File: src/rtl/nrt_pkg.sv
package nrt_pkg;

  typedef enum logic [2:0] {
    ST_OFF      = 3'd0,
    ST_IDLE     = 3'd1,
    ST_AVAIL    = 3'd2,
    ST_IRQ_LOW  = 3'd3,
    ST_IRQ_WAIT = 3'd4,
    ST_SETUP    = 3'd5,
    ST_ACK_LOW  = 3'd6,
    ST_GAP      = 3'd7
  } nrt_state_e;

  typedef struct packed {
    logic ack_n;
    logic busy;
    logic paper;
    logic sel;
    logic fault_n;
  } nrt_lines_t;

  // Place a half-byte on the status lines: bit0 fault, bit1 select,
  // bit2 paper, bit3 busy.
  function automatic nrt_lines_t nrt_nibble(input logic ack_n, input logic [3:0] nib);
    nrt_lines_t l;
    l.ack_n   = ack_n;
    l.fault_n = nib[0];
    l.sel     = nib[1];
    l.paper   = nib[2];
    l.busy    = nib[3];
    return l;
  endfunction

endpackage

File: src/rtl/nrt_rst_sync.sv
module nrt_rst_sync #(
  parameter int STAGES = 2
) (
  input  logic clk,
  input  logic rst_n,
  output logic rst_sync_n
);
  logic [STAGES-1:0] chain_q;

  always_ff @(posedge clk or negedge rst_n) begin
    if (!rst_n) chain_q <= '0;
    else        chain_q <= {chain_q[STAGES-2:0], 1'b1};
  end

  assign rst_sync_n = chain_q[STAGES-1];
endmodule

File: src/rtl/nrt_sync.sv
module nrt_sync #(
  parameter int         W       = 2,
  parameter int         STAGES  = 2,
  parameter logic [W-1:0] RST_VAL = '1
) (
  input  logic         clk,
  input  logic         rst_n,
  input  logic [W-1:0] d,
  output logic [W-1:0] q
);
  logic [W-1:0] stg_q [STAGES];

  for (genvar g = 0; g < STAGES; g++) begin : g_stage
    if (g == 0) begin : g_first
      always_ff @(posedge clk or negedge rst_n) begin
        if (!rst_n) stg_q[g] <= RST_VAL;
        else        stg_q[g] <= d;
      end
    end else begin : g_next
      always_ff @(posedge clk or negedge rst_n) begin
        if (!rst_n) stg_q[g] <= RST_VAL;
        else        stg_q[g] <= stg_q[g-1];
      end
    end
  end

  assign q = stg_q[STAGES-1];
endmodule

File: src/rtl/nrt_timer.sv
module nrt_timer #(
  parameter int W = 3
) (
  input  logic         clk,
  input  logic         rst_n,
  input  logic         clr,
  input  logic [W-1:0] limit,
  output logic [W-1:0] cnt,
  output logic         done
);
  logic [W-1:0] cnt_q, cnt_d;

  assign done = (cnt_q == limit - W'(1));

  always_comb begin
    if (clr)       cnt_d = '0;
    else if (done) cnt_d = cnt_q;
    else           cnt_d = cnt_q + W'(1);
  end

  always_ff @(posedge clk or negedge rst_n) begin
    if (!rst_n) cnt_q <= '0;
    else        cnt_q <= cnt_d;
  end

  assign cnt = cnt_q;
endmodule

File: src/rtl/nrt_fsm.sv
module nrt_fsm
  import nrt_pkg::*;
#(
  parameter int PULSE_CYC = 6,
  parameter int SETUP_CYC = 1,
  parameter int TW        = 3
) (
  input  logic       clk,
  input  logic       rst_n,
  input  logic       grant,
  input  logic       in_valid,
  input  logic [7:0] in_data,
  input  logic       feed_s,
  input  logic       strobe_s,
  input  logic       fwd_busy,
  output logic       in_ready,
  output nrt_lines_t lines
);
  nrt_state_e st_q, st_d;
  logic       nib_hi_q, nib_hi_d;
  logic [7:0] hold_q, hold_d;
  logic       hold_en;
  nrt_lines_t lines_q, lines_d;
  logic [3:0] nib_d;
  logic       xfer_q;

  logic          tmr_clr, tmr_done;
  logic [TW-1:0] tmr_limit, tmr_cnt;

  assign tmr_limit = (st_q == ST_IRQ_LOW) ? TW'(PULSE_CYC) : TW'(SETUP_CYC);
  assign tmr_clr   = (st_d != st_q);

  nrt_timer #(.W(TW)) u_timer (
    .clk   (clk),
    .rst_n (rst_n),
    .clr   (tmr_clr),
    .limit (tmr_limit),
    .cnt   (tmr_cnt),
    .done  (tmr_done)
  );

  // next state
  always_comb begin
    st_d     = st_q;
    nib_hi_d = nib_hi_q;
    hold_en  = 1'b0;
    in_ready = 1'b0;
    case (st_q)
      ST_OFF:      st_d = ST_IDLE;
      ST_IDLE:     if (in_valid) st_d = feed_s ? ST_AVAIL : ST_IRQ_LOW;
      ST_AVAIL: begin
        if (!feed_s) begin
          st_d     = ST_SETUP;
          hold_en  = 1'b1;
          nib_hi_d = 1'b0;
        end
      end
      ST_IRQ_LOW:  if (tmr_done) st_d = ST_IRQ_WAIT;
      ST_IRQ_WAIT: if (feed_s) st_d = ST_AVAIL;
      ST_SETUP:    if (tmr_done) st_d = ST_ACK_LOW;
      ST_ACK_LOW: begin
        if (feed_s) begin
          if (nib_hi_q) begin
            st_d     = ST_IDLE;
            in_ready = 1'b1;
          end else begin
            st_d = ST_GAP;
          end
        end
      end
      ST_GAP: begin
        if (!feed_s) begin
          st_d     = ST_SETUP;
          nib_hi_d = 1'b1;
        end
      end
      default:     st_d = ST_OFF;
    endcase
    if (!grant) begin
      st_d     = ST_OFF;
      in_ready = 1'b0;
      hold_en  = 1'b0;
      nib_hi_d = 1'b0;
    end
  end

  assign hold_d = hold_en ? in_data : hold_q;
  assign nib_d  = nib_hi_d ? hold_d[7:4] : hold_d[3:0];

  // output decode from the next state, so lines_q tracks st_q
  always_comb begin
    lines_d.ack_n   = 1'b1;
    lines_d.busy    = fwd_busy;
    lines_d.paper   = 1'b1;
    lines_d.sel     = 1'b1;
    lines_d.fault_n = 1'b1;
    case (st_d)
      ST_AVAIL: begin
        lines_d.fault_n = 1'b0;
        lines_d.paper   = 1'b0;
      end
      ST_IRQ_LOW: begin
        lines_d.ack_n   = 1'b0;
        lines_d.fault_n = 1'b0;
      end
      ST_IRQ_WAIT: lines_d.fault_n = 1'b0;
      ST_SETUP,
      ST_GAP:      lines_d = nrt_nibble(1'b1, nib_d);
      ST_ACK_LOW:  lines_d = nrt_nibble(1'b0, nib_d);
      default:     ;
    endcase
  end

  always_ff @(posedge clk or negedge rst_n) begin
    if (!rst_n) begin
      st_q     <= ST_OFF;
      nib_hi_q <= 1'b0;
      lines_q  <= '1;
    end else begin
      st_q     <= st_d;
      nib_hi_q <= nib_hi_d;
      lines_q  <= lines_d;
    end
  end

  always_ff @(posedge clk or negedge rst_n) begin
    if (!rst_n)       hold_q <= '0;
    else if (hold_en) hold_q <= hold_d;
  end

  assign lines  = lines_q;
  assign xfer_q = (st_q == ST_SETUP) || (st_q == ST_ACK_LOW) || (st_q == ST_GAP);


  rdy_single_chk: assert property (@(posedge clk) disable iff (!rst_n)
    in_ready |=> !in_ready);


  irq_width_chk: assert property (@(posedge clk) disable iff (!rst_n)
    (st_q == ST_IRQ_LOW) |-> (tmr_cnt < TW'(PULSE_CYC)));


  grant_drop_chk: assert property (@(posedge clk) disable iff (!rst_n)
    !grant |=> (st_q == ST_OFF && lines_q.ack_n && !in_ready));


  strobe_blind_chk: assert property (@(posedge clk) disable iff (!rst_n)
    (xfer_q && !$stable(strobe_s)) |=> $stable(hold_q));


  setup_before_ack_chk: assert property (@(posedge clk) disable iff (!rst_n)
    ($fell(lines_q.ack_n) && st_q == ST_ACK_LOW)
      |-> $stable({lines_q.busy, lines_q.paper, lines_q.sel, lines_q.fault_n}));


  ack_release_chk: assert property (@(posedge clk) disable iff (!rst_n)
    ($rose(lines_q.ack_n) && st_q == ST_GAP) |-> $past(feed_s));

endmodule

File: src/rtl/nibble_rev_tx.sv
module nibble_rev_tx
  import nrt_pkg::*;
#(
  parameter int PULSE_CYC   = 6,
  parameter int SETUP_CYC   = 1,
  parameter int SYNC_STAGES = 2
) (
  input  logic       clk,
  input  logic       rst_n,
  input  logic       mode_grant,
  input  logic       src_valid,
  input  logic [7:0] src_byte,
  output logic       src_ready,
  input  logic       host_feed_n,
  input  logic       host_stb_n,
  input  logic       fwd_busy,
  output logic       link_ack_n,
  output logic       stat_fault_n,
  output logic       stat_sel,
  output logic       stat_paper,
  output logic       stat_busy
);
  localparam int MAX_CYC = (PULSE_CYC > SETUP_CYC) ? PULSE_CYC : SETUP_CYC;
  localparam int TW      = $clog2(MAX_CYC + 1);

  logic       rst_core_n;
  logic [1:0] host_s;
  nrt_lines_t lines;

  nrt_rst_sync #(.STAGES(2)) u_rst (
    .clk        (clk),
    .rst_n      (rst_n),
    .rst_sync_n (rst_core_n)
  );

  nrt_sync #(.W(2), .STAGES(SYNC_STAGES), .RST_VAL(2'b11)) u_sync (
    .clk   (clk),
    .rst_n (rst_core_n),
    .d     ({host_stb_n, host_feed_n}),
    .q     (host_s)
  );

  nrt_fsm #(.PULSE_CYC(PULSE_CYC), .SETUP_CYC(SETUP_CYC), .TW(TW)) u_fsm (
    .clk      (clk),
    .rst_n    (rst_core_n),
    .grant    (mode_grant),
    .in_valid (src_valid),
    .in_data  (src_byte),
    .feed_s   (host_s[0]),
    .strobe_s (host_s[1]),
    .fwd_busy (fwd_busy),
    .in_ready (src_ready),
    .lines    (lines)
  );

  assign link_ack_n   = lines.ack_n;
  assign stat_fault_n = lines.fault_n;
  assign stat_sel     = lines.sel;
  assign stat_paper   = lines.paper;
  assign stat_busy    = lines.busy;
endmodule

File: config.mk
export PLATFORM = sky130hd
export DESIGN_NAME = nibble_rev_tx
export DESIGN_NICKNAME = d
export VERILOG_FILES = /design/src/rtl/nrt_pkg.sv /design/src/rtl/nrt_rst_sync.sv /design/src/rtl/nrt_sync.sv /design/src/rtl/nrt_timer.sv /design/src/rtl/nrt_fsm.sv /design/src/rtl/nibble_rev_tx.sv
export SDC_FILE = /design/constraint.sdc
export NUM_CORES = 1
export LEC_CHECK = 0
export ABC_CLOCK_PERIOD_IN_PS = 1550
export BUFFER_PORTS_ARGS = -buffer_cell sky130_fd_sc_hd__buf_2
export CAP_MARGIN = 20
export CORE_MARGIN = 8
export CORE_UTILIZATION = 62
export CTS_BUF_LIST = sky130_fd_sc_hd__clkbuf_4
export DETAILED_ROUTE_END_ITERATION = 10
export HOLD_SLACK_MARGIN = 0.06
export PLACE_DENSITY = 0.86
export SLEW_MARGIN = 10
export SYNTH_ARGS = -nofsm -noshare
export SYNTH_HDL_FRONTEND = slang
export SYNTH_SLANG_ARGS = --single-unit
File: constraint.sdc
create_clock -name clk -period 1.55 [get_ports clk]
set_input_delay 0.155 -clock clk [delete_from_list [all_inputs] [get_ports clk]]
set_output_delay 0.155 -clock clk [all_outputs]
set_load 0.02 [all_outputs]
==> reports/results.txt, run 1 <==
status = aborted with a tool error
Failed at = clock tree synthesis
Err = [ERROR DPL-0038] Utilization greater than 100%, impossible to legalize
setup bufs post-CTS = 9
cts hold-fix bufs = 3
gpl congestion = 0.866
Die Y = 61.7 µm
most frequent cells after synthesis = 17 x dfrtp_1, 11 x nand2_1, 8 x o21ai_0
HPWL after DPL = 2680 µm
ranking of synthesized cells by area = dfrtp_1 33%, dfstp_2 14%, mux2_4 4.6%
Die Width = 61.7 µm
Synth area leader = dfrtp_1
syn_nets = 140
Async SR Flop Fraction = 100%
Cell Rows = 16
Synth Register Bits = 24
cts bufs inserted = 3
Bufs on Longest Clock Path = 2
Post-DP Area = 1690 µm²
CTS-repair resized insts = 30
buffers added on ports = 19
Root Driver = clkbuf_4
Ys Warns = 0
synthesized instance count = 124
prevailing post-synth register cell = dfrtp_1
post-synth cell types = 39
register area share after synthesis = 47.1%
H-tree levels = 1
post-synth top area share = 32.9%
Initial Util = 65.9%
number of synthesized flops with an enable pin = 0
post-synthesis cell area = 1290 µm²
# IOs = 21
# clock sinks = 24
Avg Cell Area, Syn = 10.4 µm²
most frequent cell after synthesis = dfrtp_1
==> through the flow <==
step                      std cells  setup slack, ns  hold WS (ns)
after floorplan                 124           -0.142        -0.141
after global placement          196           -0.206       -0.0603
after detailed placement        196           -0.303       -0.0552
==> logic make-up after synthesis <==
family          count (synthesis)  synth area share (%)
compound gates                 30                  16.2
xor+xnor                        4                  2.71
fa+ha+maj                       1                 0.967
buf+inv                        12                  4.64
flops                          24                  47.1
mux                            13                  12.0
other cells                     1                 0.290
simple gates                   39                  16.1
==> inputs of run 2 (changes only) <==
- CORE_AREA: default -> 8 8 69 71
- CORE_MARGIN: 8 -> default
- CORE_UTILIZATION: 62 -> default
- CTS_BUF_LIST: sky130_fd_sc_hd__clkbuf_4 -> default
- DIE_AREA: default -> 0 0 77 79
- HOLD_SLACK_MARGIN: 0.06 -> default
- PLACE_DENSITY: 0.86 -> default
- PLACE_DENSITY_LB_ADDON: default -> 0.15
==> run 2 against run 1 <==
The flow now finishes, with violations (negative setup slack). Area after synthesis did not move. Synthesized cell count did not move.
==> reports/results.txt, run 2 <==
status = finished with violations
failing checks = negative setup slack
clock share of power = 28.5%
Util after Layout = 52.6%
RSZ-0062 raised after global routing = true
Reg area = 611 µm²
total number of vias = 1130
synthesized instance count = 124
Die Width = 77 µm
area of the multi-input gates = 773 µm²
# IOs = 21
WL per Instance = 13.5 µm
Tcrit/Tclk final = 111%
Synth Register Bits = 24
syn_nets = 140
final setup margin = -0.173 ns
worst min-delay path class = in -> reg
Place WS = -0.277 ns
Max Transition Viols Final = 0
endpoint class of the critical path = flop
buffers added on ports = 19
TritonCTS clock tree = built
post-synth cell types = 39
Biggest register = u_fsm.hold_q
number of synthesized flops with an enable pin = 0
post-synth top area share = 32.9%
cts bufs inserted = 3
post-synthesis cell area = 1290 µm²
Combinational Power Share = 23.7%
Clock Pin Slew Worst Setup and Hold Paths = 0.09 ns
Ys Warns = 0
reg2reg start = u_fsm.st_q[0]
initial antenna violation count = 0
ranking of synthesized cells by area = dfrtp_1 33%, dfstp_2 14%, mux2_4 4.6%
final hold vios = 0
Residual DRC = 0
GRT Residual Overflow = 0
Switching Power = 0.379 mW
most frequent cells in the layout = 32 x buf_4, 19 x buf_2, 16 x dfrtp_1, 10 x nand2_1, 9 x buf_6
gpl congestion = 0.752
GRT Overall Usage = 10.3%
Avg Cell Area, Syn = 10.4 µm²
H-tree levels = 1
synthesis-to-layout area growth = 54.4%
max reg flops = 8
final net count = 201
Initial DRC Count = 31
HPWL after DPL = 2250 µm
clk_lat worst skew = 0.27 ns
max-capacitance violation count = 0
most common cell after layout, fill and taps aside = buf_4
Hold Path Origin = fwd_busy
Cell Rows = 23
Root Driver = clkbuf_8
# diodes = 0
Initial Util = 34.1%
Critical Path RT = 1.75 ns
Filler cells = 352
Worst IR Drop VDD = 0.000552 V
f_max = 580 MHz
switching part of the total = 25.1%
Tmin final = 1.72 ns
Die Y = 79 µm
prevailing post-synth register cell = dfrtp_1
most frequent cells after synthesis = 17 x dfrtp_1, 11 x nand2_1, 8 x o21ai_0
vias per cell = 4.83
critical path type = reg -> reg
final wirelength = 3150 µm
Final Skew = 0.00274 ns
vias in the first global route = 1118
Post-DP Area = 1680 µm²
largest net degree at the start of global routing = 23
Core Box Area = 3800 µm²
First-pass DRT Iterations = 4
antenna-violating nets left = 0
total leakage power = 0.943 nW
Flop pwr share = 47.8%
register area share after synthesis = 47.1%
die area = 6080 µm²
crit start category = flop
Cell Pwr Density = 755 nW/µm²
CP max FO = 7
Crit. Startpoint = u_fsm.st_q[0]
layout cell share with drive strength beyond 1 = 58.2%
Async SR Flop Fraction = 100%
# clock sinks = 24
first-pass GRT wire length = 5120 µm
fin area = 2000 µm²
Bufs on Longest Clock Path = 2
final setup violation count = 9
Power Internal = 1.13 mW
worst path arrival time = 1.93 ns
most frequent cell after synthesis = dfrtp_1
Synth area leader = dfrtp_1
run 2: cell counts after synthesis:
Identical to the previous run, type by type.
run 2: cells by family (layout without fill, tap and decap cells):
logic type	count (synthesis)	in the layout	synth area share (%)
XOR/XNOR	4	4	2.71
adder cells (fa/ha/maj)	1	1	0.967
AO/OA/AOI/OAI	30	30	16.2
flip-flops	24	24	47.1
buffers and inverters	12	72	4.64
AND/OR/NAND/NOR	39	39	16.1
other	1	1	0.290
multiplexers	13	13	12.0
run 2: layout make-up:
class | instances | share of cell area [%]
Multi-Input combinational cell | 88 | 38.7
Sequential cell | 24 | 30.6
Timing Repair Buffer | 63 | 23.9
Tap cell | 50 | 3.13
Clock buffer | 4 | 2.76
Inverter | 5 | 0.940
run 2: power by group through the flow:
| stage | combinational, mW | sequential [mW] | clock, mW |
|---|---|---|---|
| after global placement | 0.272 | 0.729 | 0 |
| after floorplan | 0.164 | 0.741 | 0 |
| after CTS | 0.327 | 0.719 | 0.446 |
| final | 0.357 | 0.721 | 0.429 |
| after global routing | 0.387 | 0.726 | 0.472 |
| after detailed placement | 0.280 | 0.729 | 0 |
run 2: routing by layer:
metal | vias to the layer above | wire (µm) | track usage, %
met4 | 0 | 45 | 3.96
li1 | 565 | - | -
met2 | 19 | 1630 | 17.7
met3 | 5 | 118 | 2.60
met1 | 541 | 1360 | 12.3
met5 | - | 0 | 0
run 2: worst max-delay path: stages, from the launching register on:
cell      delay (ns)
dfrtp_1         0.41
nand2b_4        0.16
or3_4           0.40
mux2_4          0.32
mux2i_1         0.15
o21ai_1         0.07
a21boi_2        0.15
run 2: final timing paths:
path                                     to  slack [ns]  depth (start not counted)
max                          u_fsm.lines[0]       -0.17                          6
min                          u_fsm.lines[3]        0.08                          3
max reg2reg                  u_fsm.lines[0]       -0.17                          6
min reg2reg                   u_fsm.st_q[0]        0.21                          1
max in group asynchronous    u_fsm.lines[0]        1.06                          1
min in group asynchronous  u_rst.chain_q[0]        0.19                          2
run 2: metrics by stage:
stage | std cells | hold WS (ns) | total power, mW | TNS, ns
2_1_floorplan | 124 | -0.141 | 0.905 | -0.402
3_3_place_gp | 214 | -0.0613 | 1.00 | -1.51
3_5_place_dp | 214 | -0.0588 | 1.01 | -1.78
4_1_cts | 230 | 0.0800 | 1.49 | -0.917
5_1_grt | 234 | 0.117 | 1.59 | -1.88
6_report | 234 | 0.0793 | 1.51 | -1.02
run 2: what timing repair did:
item | 4_1_cts | 5_1_grt
gates cloned | 0 | 1
setup buffers | 10 | 3
gates resized for setup | 17 | 21
hold buffers | 2 | 0
endpoints found under the setup margin | 11 | 11
pin swaps | 9 | 10
endpoints found under the hold margin | 3 | 0
Power figures use the tool's default switching activity.
